--- src/rtl/chardisp_pkg.sv ---
package chardisp_pkg;

  typedef enum logic [2:0] {
    PH_PWR,
    PH_PWR_DRAIN,
    PH_READY,
    PH_POS,
    PH_CHAR,
    PH_GCMD,
    PH_GROW,
    PH_GPOS
  } phase_t;

  localparam int unsigned PWR_LEN     = 4;
  localparam int unsigned GLYPH_BYTES = 8;
  localparam int unsigned PIX_W       = 5;
  localparam int unsigned BITMAP_W    = GLYPH_BYTES * PIX_W;

  localparam logic [7:0] CMD_CLEAR = 8'h01;
  localparam logic [7:0] CMD_POS   = 8'h80;
  localparam logic [7:0] CMD_GLYPH = 8'h40;
  localparam logic [7:0] ROW1_BASE = 8'h40;

  // Power-up command list, in issue order
  function automatic logic [7:0] pwr_cmd(input logic [1:0] step);
    logic [7:0] b;
    unique case (step)
      2'd0:    b = 8'h38;
      2'd1:    b = 8'h0C;
      2'd2:    b = CMD_CLEAR;
      default: b = 8'h06;
    endcase
    return b;
  endfunction

  function automatic int unsigned max2(input int unsigned a, input int unsigned b);
    return (a > b) ? a : b;
  endfunction

endpackage

--- src/rtl/chardisp_bus_wr.sv ---
module chardisp_bus_wr
  import chardisp_pkg::*;
#(
  parameter int unsigned SETUP_CYC   = 2,
  parameter int unsigned STROBE_CYC  = 3,
  parameter int unsigned GAP_CYC     = 8,
  parameter int unsigned CLR_GAP_CYC = 40
) (
  input  logic       clk,
  input  logic       rst_n,
  input  logic       go,
  input  logic [7:0] go_byte,
  input  logic       go_rs,
  output logic       idle,
  output logic       cs_n,
  output logic       wr_n,
  output logic       rs,
  output logic [7:0] d
);

  localparam int unsigned LONGEST = max2(max2(SETUP_CYC, STROBE_CYC), max2(GAP_CYC, CLR_GAP_CYC));
  localparam int unsigned CW      = $clog2(LONGEST + 1);

  typedef enum logic [1:0] {W_IDLE, W_SETUP, W_STROBE, W_GAP} wst_t;

  wst_t          st_q, st_d;
  logic [CW-1:0] cnt_q, cnt_d;
  logic [7:0]    byte_q;
  logic          rs_q;
  logic          long_q;
  logic          cnt_zero;
  logic          accept;

  assign cnt_zero = (cnt_q == '0);
  assign accept   = go && (st_q == W_IDLE);

  always_comb begin
    st_d  = st_q;
    cnt_d = cnt_q;
    unique case (st_q)
      W_IDLE: begin
        if (go) begin
          st_d  = W_SETUP;
          cnt_d = CW'(SETUP_CYC - 1);
        end
      end
      W_SETUP: begin
        if (cnt_zero) begin
          st_d  = W_STROBE;
          cnt_d = CW'(STROBE_CYC - 1);
        end else begin
          cnt_d = cnt_q - CW'(1);
        end
      end
      W_STROBE: begin
        if (cnt_zero) begin
          st_d  = W_GAP;
          cnt_d = long_q ? CW'(CLR_GAP_CYC - 1) : CW'(GAP_CYC - 1);
        end else begin
          cnt_d = cnt_q - CW'(1);
        end
      end
      W_GAP: begin
        if (cnt_zero) st_d = W_IDLE;
        else          cnt_d = cnt_q - CW'(1);
      end
      default: st_d = W_IDLE;
    endcase
  end

  always_ff @(posedge clk or negedge rst_n) begin
    if (!rst_n) begin
      st_q  <= W_IDLE;
      cnt_q <= '0;
    end else begin
      st_q  <= st_d;
      cnt_q <= cnt_d;
    end
  end

  // Byte, select and recovery length are captured once per write
  always_ff @(posedge clk or negedge rst_n) begin
    if (!rst_n) begin
      byte_q <= '0;
      rs_q   <= 1'b0;
      long_q <= 1'b0;
    end else if (accept) begin
      byte_q <= go_byte;
      rs_q   <= go_rs;
      long_q <= !go_rs && (go_byte == CMD_CLEAR);
    end
  end

  assign idle = (st_q == W_IDLE);
  assign cs_n = !((st_q == W_SETUP) || (st_q == W_STROBE));
  assign wr_n = (st_q != W_STROBE);
  assign rs   = rs_q;
  assign d    = byte_q;

endmodule

--- src/rtl/chardisp_byte_src.sv ---
module chardisp_byte_src
  import chardisp_pkg::*;
#(
  parameter int unsigned COL_W = 6
) (
  input  phase_t              phase,
  input  logic [2:0]          idx,
  input  logic                row,
  input  logic [COL_W-1:0]    col,
  input  logic [7:0]          chr,
  input  logic [2:0]          code,
  input  logic [BITMAP_W-1:0] bitmap,
  output logic [7:0]          wbyte,
  output logic                wrs
);

  logic [7:0] row_bytes [GLYPH_BYTES];
  logic [7:0] pos_cmd;
  logic [7:0] glyph_cmd;

  for (genvar g = 0; g < GLYPH_BYTES; g++) begin : g_rows
    assign row_bytes[g] = {{(8 - PIX_W){1'b0}}, bitmap[g*PIX_W +: PIX_W]};
  end

  assign pos_cmd   = CMD_POS | (row ? ROW1_BASE : 8'h00) | 8'(col);
  assign glyph_cmd = CMD_GLYPH | {2'b00, code, 3'b000};

  always_comb begin
    wbyte = 8'h00;
    wrs   = 1'b0;
    unique case (phase)
      PH_PWR:          wbyte = pwr_cmd(idx[1:0]);
      PH_POS, PH_GPOS: wbyte = pos_cmd;
      PH_CHAR: begin
        wbyte = chr;
        wrs   = 1'b1;
      end
      PH_GCMD:         wbyte = glyph_cmd;
      PH_GROW: begin
        wbyte = row_bytes[idx];
        wrs   = 1'b1;
      end
      default: begin
        wbyte = 8'h00;
        wrs   = 1'b0;
      end
    endcase
  end

endmodule

--- src/rtl/chardisp_seq.sv ---
module chardisp_seq
  import chardisp_pkg::*;
#(
  parameter int unsigned COL_W = 6
) (
  input  logic                clk,
  input  logic                rst_n,
  input  logic                req_valid,
  output logic                req_ready,
  input  logic                req_glyph,
  input  logic                req_row,
  input  logic [COL_W-1:0]    req_col,
  input  logic [7:0]          req_char,
  input  logic [2:0]          req_code,
  input  logic [BITMAP_W-1:0] req_bitmap,
  input  logic                wr_idle,
  output logic                go,
  output phase_t              phase,
  output logic [2:0]          idx,
  output logic                row_q,
  output logic [COL_W-1:0]    col_q,
  output logic [7:0]          char_q,
  output logic [2:0]          code_q,
  output logic [BITMAP_W-1:0] bitmap_q
);

  localparam logic [2:0] PWR_LAST   = 3'(PWR_LEN - 1);
  localparam logic [2:0] GLYPH_LAST = 3'(GLYPH_BYTES - 1);

  phase_t     ph_q, ph_d;
  logic [2:0] idx_q, idx_d;
  logic       step;
  logic       take;

  assign go        = (ph_q inside {PH_PWR, PH_POS, PH_CHAR, PH_GCMD, PH_GROW, PH_GPOS});
  assign step      = go && wr_idle;
  assign req_ready = (ph_q == PH_READY);
  assign take      = req_ready && req_valid;

  always_comb begin
    ph_d  = ph_q;
    idx_d = idx_q;
    unique case (ph_q)
      PH_PWR: begin
        if (step) begin
          if (idx_q == PWR_LAST) begin
            ph_d  = PH_PWR_DRAIN;
            idx_d = '0;
          end else begin
            idx_d = idx_q + 3'd1;
          end
        end
      end
      PH_PWR_DRAIN: if (wr_idle) ph_d = PH_READY;
      PH_READY: begin
        if (take) begin
          ph_d  = req_glyph ? PH_GCMD : PH_POS;
          idx_d = '0;
        end
      end
      PH_POS:  if (step) ph_d = PH_CHAR;
      PH_CHAR: if (step) ph_d = PH_READY;
      PH_GCMD: if (step) ph_d = PH_GROW;
      PH_GROW: begin
        if (step) begin
          if (idx_q == GLYPH_LAST) begin
            ph_d  = PH_GPOS;
            idx_d = '0;
          end else begin
            idx_d = idx_q + 3'd1;
          end
        end
      end
      PH_GPOS: if (step) ph_d = PH_READY;
      default: ph_d = PH_PWR;
    endcase
  end

  always_ff @(posedge clk or negedge rst_n) begin
    if (!rst_n) begin
      ph_q  <= PH_PWR;
      idx_q <= '0;
    end else begin
      ph_q  <= ph_d;
      idx_q <= idx_d;
    end
  end

  // Request fields are captured on acceptance and held for the whole request
  always_ff @(posedge clk or negedge rst_n) begin
    if (!rst_n) begin
      row_q    <= 1'b0;
      col_q    <= '0;
      char_q   <= '0;
      code_q   <= '0;
      bitmap_q <= '0;
    end else if (take) begin
      row_q    <= req_row;
      col_q    <= req_col;
      char_q   <= req_char;
      code_q   <= req_code;
      bitmap_q <= req_bitmap;
    end
  end

  assign phase = ph_q;
  assign idx   = idx_q;

endmodule

--- src/rtl/chardisp_ctrl.sv ---
module chardisp_ctrl
  import chardisp_pkg::*;
#(
  parameter int unsigned SETUP_CYC   = 2,
  parameter int unsigned STROBE_CYC  = 3,
  parameter int unsigned GAP_CYC     = 8,
  parameter int unsigned CLR_GAP_CYC = 40,
  parameter int unsigned COL_W       = 6
) (
  input  logic                clk,
  input  logic                rst_n,
  input  logic                req_valid,
  output logic                req_ready,
  input  logic                req_glyph,
  input  logic                req_row,
  input  logic [COL_W-1:0]    req_col,
  input  logic [7:0]          req_char,
  input  logic [2:0]          req_code,
  input  logic [BITMAP_W-1:0] req_bitmap,
  output logic                disp_cs_n,
  output logic                disp_wr_n,
  output logic                disp_rs,
  output logic [7:0]          disp_d
);

  logic [1:0]          rst_sync_q;
  logic                rst_core_n;
  logic                wr_idle;
  logic                go;
  phase_t              phase;
  logic [2:0]          idx;
  logic                row_q;
  logic [COL_W-1:0]    col_q;
  logic [7:0]          char_q;
  logic [2:0]          code_q;
  logic [BITMAP_W-1:0] bitmap_q;
  logic [7:0]          wbyte;
  logic                wrs;

  // Reset asserts at once and releases two clocks later
  always_ff @(posedge clk or negedge rst_n) begin
    if (!rst_n) rst_sync_q <= 2'b00;
    else        rst_sync_q <= {rst_sync_q[0], 1'b1};
  end
  assign rst_core_n = rst_sync_q[1];

  chardisp_seq #(.COL_W(COL_W)) u_seq (
    .clk        (clk),
    .rst_n      (rst_core_n),
    .req_valid  (req_valid),
    .req_ready  (req_ready),
    .req_glyph  (req_glyph),
    .req_row    (req_row),
    .req_col    (req_col),
    .req_char   (req_char),
    .req_code   (req_code),
    .req_bitmap (req_bitmap),
    .wr_idle    (wr_idle),
    .go         (go),
    .phase      (phase),
    .idx        (idx),
    .row_q      (row_q),
    .col_q      (col_q),
    .char_q     (char_q),
    .code_q     (code_q),
    .bitmap_q   (bitmap_q)
  );

  chardisp_byte_src #(.COL_W(COL_W)) u_src (
    .phase  (phase),
    .idx    (idx),
    .row    (row_q),
    .col    (col_q),
    .chr    (char_q),
    .code   (code_q),
    .bitmap (bitmap_q),
    .wbyte  (wbyte),
    .wrs    (wrs)
  );

  chardisp_bus_wr #(
    .SETUP_CYC   (SETUP_CYC),
    .STROBE_CYC  (STROBE_CYC),
    .GAP_CYC     (GAP_CYC),
    .CLR_GAP_CYC (CLR_GAP_CYC)
  ) u_wr (
    .clk     (clk),
    .rst_n   (rst_core_n),
    .go      (go),
    .go_byte (wbyte),
    .go_rs   (wrs),
    .idle    (wr_idle),
    .cs_n    (disp_cs_n),
    .wr_n    (disp_wr_n),
    .rs      (disp_rs),
    .d       (disp_d)
  );

endmodule

--- config.mk ---
export PLATFORM = sky130hd
export DESIGN_NAME = chardisp_ctrl
export DESIGN_NICKNAME = d
export VERILOG_FILES = /design/src/rtl/chardisp_pkg.sv /design/src/rtl/chardisp_bus_wr.sv /design/src/rtl/chardisp_byte_src.sv /design/src/rtl/chardisp_seq.sv /design/src/rtl/chardisp_ctrl.sv
export SDC_FILE = /design/constraint.sdc
export NUM_CORES = 1
export LEC_CHECK = 0
export ABC_AREA = 1
export BUFFER_PORTS_ARGS = -buffer_cell sky130_fd_sc_hd__clkbuf_2
export CORE_MARGIN = 3
export CORE_UTILIZATION = 40
export DETAILED_ROUTE_END_ITERATION = 7
export PLACE_DENSITY = 0.65
export SKIP_LAST_GASP = 1
export SYNTH_ARGS = -nofsm -noshare
export SYNTH_HDL_FRONTEND = slang
export SYNTH_HIERARCHICAL = 1
export SYNTH_SLANG_ARGS = --single-unit
export TNS_END_PERCENT = 5
--- constraint.sdc ---
create_clock -name clk -period 3.6 [get_ports clk]
set_input_delay 0.72 -clock clk [delete_from_list [all_inputs] [get_ports clk]]
set_output_delay 0.72 -clock clk [all_outputs]
set_load 0.01 [all_outputs]
==> results_dict.tcl <==
set metrics [dict create \
    outcome "finished clean" \
    io_pins 74 \
    cp-start-kind "flop" \
    grt_setup_unrepaired "false" \
    cts_made_buffers 9 \
    seq_area_um2 2110 \
    crit_type "reg2out" \
    syn_area_um2 4480 \
    first_global_vias 3983 \
    cts_hold_buf 0 \
    worstPathArrival_ps 1620 \
    tightest_slew_ps 1030 \
    antenna_found_initial 0 \
    dpl_cell_area_um2 4880 \
    drtIter0Drc 185 \
    ys_ff_latch 84 \
    clock_skew_ps 8.48 \
    cap_violations 0 \
    yosysWarnings 6 \
    synth-seq-area-share_pct 46.9 \
    slowest_delay_ps 540 \
    synth_ff_type "dfrtp_1" \
    rrSetupSlack_ps 1310 \
    start_util_pct 41.2 \
    cp.depth 4 \
    die_width_um 112 \
    synth_edf_count 0 \
    clock_latency_ps 360 \
    cts_setup_buffers 0 \
    synthTopCellsByArea "dfrtp_1 47%, nand2_1 25%, nand3_1 9.9%" \
    crit_family "flip-flops" \
    root_buffer "clkbuf_8" \
    synth_area_per_cell_um2 7.25 \
    post_cts_resized 0 \
    fin_crit_sh_pct 65.0 \
    clock_path_buffers 2 \
    power.leakage_nw 2.95 \
    final.setup.worst_slack_ps 1260 \
    chipHeight_um 112 \
    cp-end-kind "output pin" \
    r2r_cells 10 \
    routed_via_density 4.92 \
    slew_violations 0 \
    layout-drive-gt1-share_pct 16.7 \
    clock.fmax_ghz 0.427 \
    finalHoldViolCount 0 \
    wl_um 10800 \
    place_congestion 0.872 \
    stdcell_area_um2 5090 \
    fillers 1077 \
    pre_cts_ws_ps 1380 \
    nNetsFinal 748 \
    cp.required_ps 2880 \
    path_buf_inv 2 \
    p_total_mw 1.74 \
    cts_tree "yes" \
    powerDensity_nw_per_um2 342 \
    hold_class "in2async" \
    crit_slowest_cell "dfrtp_1" \
    clock_sinks 84 \
    fin_setup_tns_ps 0 \
    gr-total-overflow 0 \
    grt_pass1_wl_um 18600 \
    first_pass_iters 4 \
    yosys.area.top_type_share_pct 46.9 \
    ant_nets 0 \
    worst_ir_drop_vdd_v 0.000227 \
    num_vias 4048 \
    h-tree-depth 3 \
    crit_fanout 17 \
    grt_start_max_net_pins 83 \
    synth_cell_type_count 28 \
    numPortBuffers 73 \
    setup_violations 0 \
    synth_top_area_cell "dfrtp_1" \
    synthesis.nets 689 \
    crit_chain "nor2_4 -> nand2_2 -> inv_2 -> clkbuf_2" \
    core_um2 10900 \
    synthCells 618 \
    fin_crit_ps 2340 \
    dieArea_um2 12500 \
    drc 0 \
    wire_per_inst_um 13.1 \
    grtUsageTotal_pct 18.1 \
    async_reset_ff_share_pct 100 \
    yosys-top-cells-count "304 x nand2_1, 89 x nand3_1, 84 x dfrtp_1" \
    dpl.hpwl_um 7880 \
    multi_input_area_um2 2060 \
    synthToLayoutAreaGrowth_pct 13.6 \
    rows 38 \
    diodes 0 \
    clk_pin_slew_ps 90 \
    yosysMostFrequentCell "nand2_1" \
    slew_headroom_pct 31.1 \
]
[path summary, 6_finish.rpt]
check,start,to
hold reg to reg,rst_sync_q[0],rst_sync_q[1]
hold / removal,rst_n,rst_sync_q[1]
max in group asynchronous,rst_sync_q[1],u_seq/bitmap_q[27]
min in group clk,rst_sync_q[0],rst_sync_q[1]
setup / recovery,u_seq/phase[0],req_ready
setup reg to reg,u_seq/idx[0],u_wr/long_q
[worst reg2reg max path, stage by stage, from the launching register on]
cell	delay, ps
dfrtp_1	870
inv_2	340
nand2_1	140
nand2_1	80
nand2_1	70
nand3_1	90
nand3_1	100
nand2_1	80
nor4_1	290
nand3_1	110
nand2_1	70
[flip-flops by register name, indices dropped and copies added, names as in the netlist]
register / cells
u_seq/bitmap_q: 40
u_seq/char_q: 8
u_wr/d: 8
u_seq/col_q: 6
u_wr/cnt_q: 6
u_seq/code_q: 3
u_seq/idx: 3
u_seq/phase: 3
rst_sync_q: 2
u_wr/st_q: 2
u_seq/row_q: 1
u_wr/long_q: 1
u_wr/rs: 1
[cell type report]
cell class	count	area share (%)
Clock buffer	10	2.51
Clock inverter	6	1.70
Inverter	41	3.02
Multi-Input combinational cell	466	40.5
Sequential cell	84	41.4
Tap cell	140	3.44
Timing Repair Buffer	75	7.47
[placed cells by master (no fill, tap or decap), drive strengths merged, types with 2 or more instances in the layout]
master  Yosys  routed
nor4        2       2
nand2     309     309
nand4       5       5
a21oi       7       7
o21ai       9       9
bufinv      0       2
nor2       27      27
clkinv      0       2
dfrtp      84      84
inv        41      42
nor3        2       2
ha          9       9
nand3      90      90
o21bai      3       3
clkbuf      3      83
buf        24       2
[routing by layer]
| layer | up-vias | part of all wire, % | track usage [%] |
|---|---|---|---|
| li1 | 2052 | - | - |
| met1 | 1893 | 46 | 25.4 |
| met2 | 93 | 46 | 28.1 |
| met3 | 10 | 6.2 | 4.73 |
| met4 | 0 | 1.1 | 4.54 |
| met5 | - | 0 | 0 |
[report_power, final]
part	switching, mW	internal, mW	leakage, nW
registers	0.0170	0.944	1.12
clock network	0.345	0.391	0.107
logic	0.0212	0.0241	1.72
total	0.383	1.36	2.95
[cell families (layout without fill, tap and decap cells)]
family	count (synthesis)	after routing	synth area share [%]
compound gates	20	20	2.54
fa+ha+maj	9	9	2.51
buf+inv	68	132	7.09
flops	84	84	46.9
other cells	1	1	0.0837
simple gates	436	436	40.9
[per-stage QoR]
step | std cells | utilization [%] | hold slack [ps]
after floorplan | 618 | - | 331
after detailed placement | 806 | 44.8 | 345
after global placement | 806 | 44.8 | 342
after global routing | 822 | 46.7 | 111
final | 822 | 46.7 | 129
after CTS | 822 | 46.7 | 114
No activity file was read; power rests on OpenSTA's default activity.
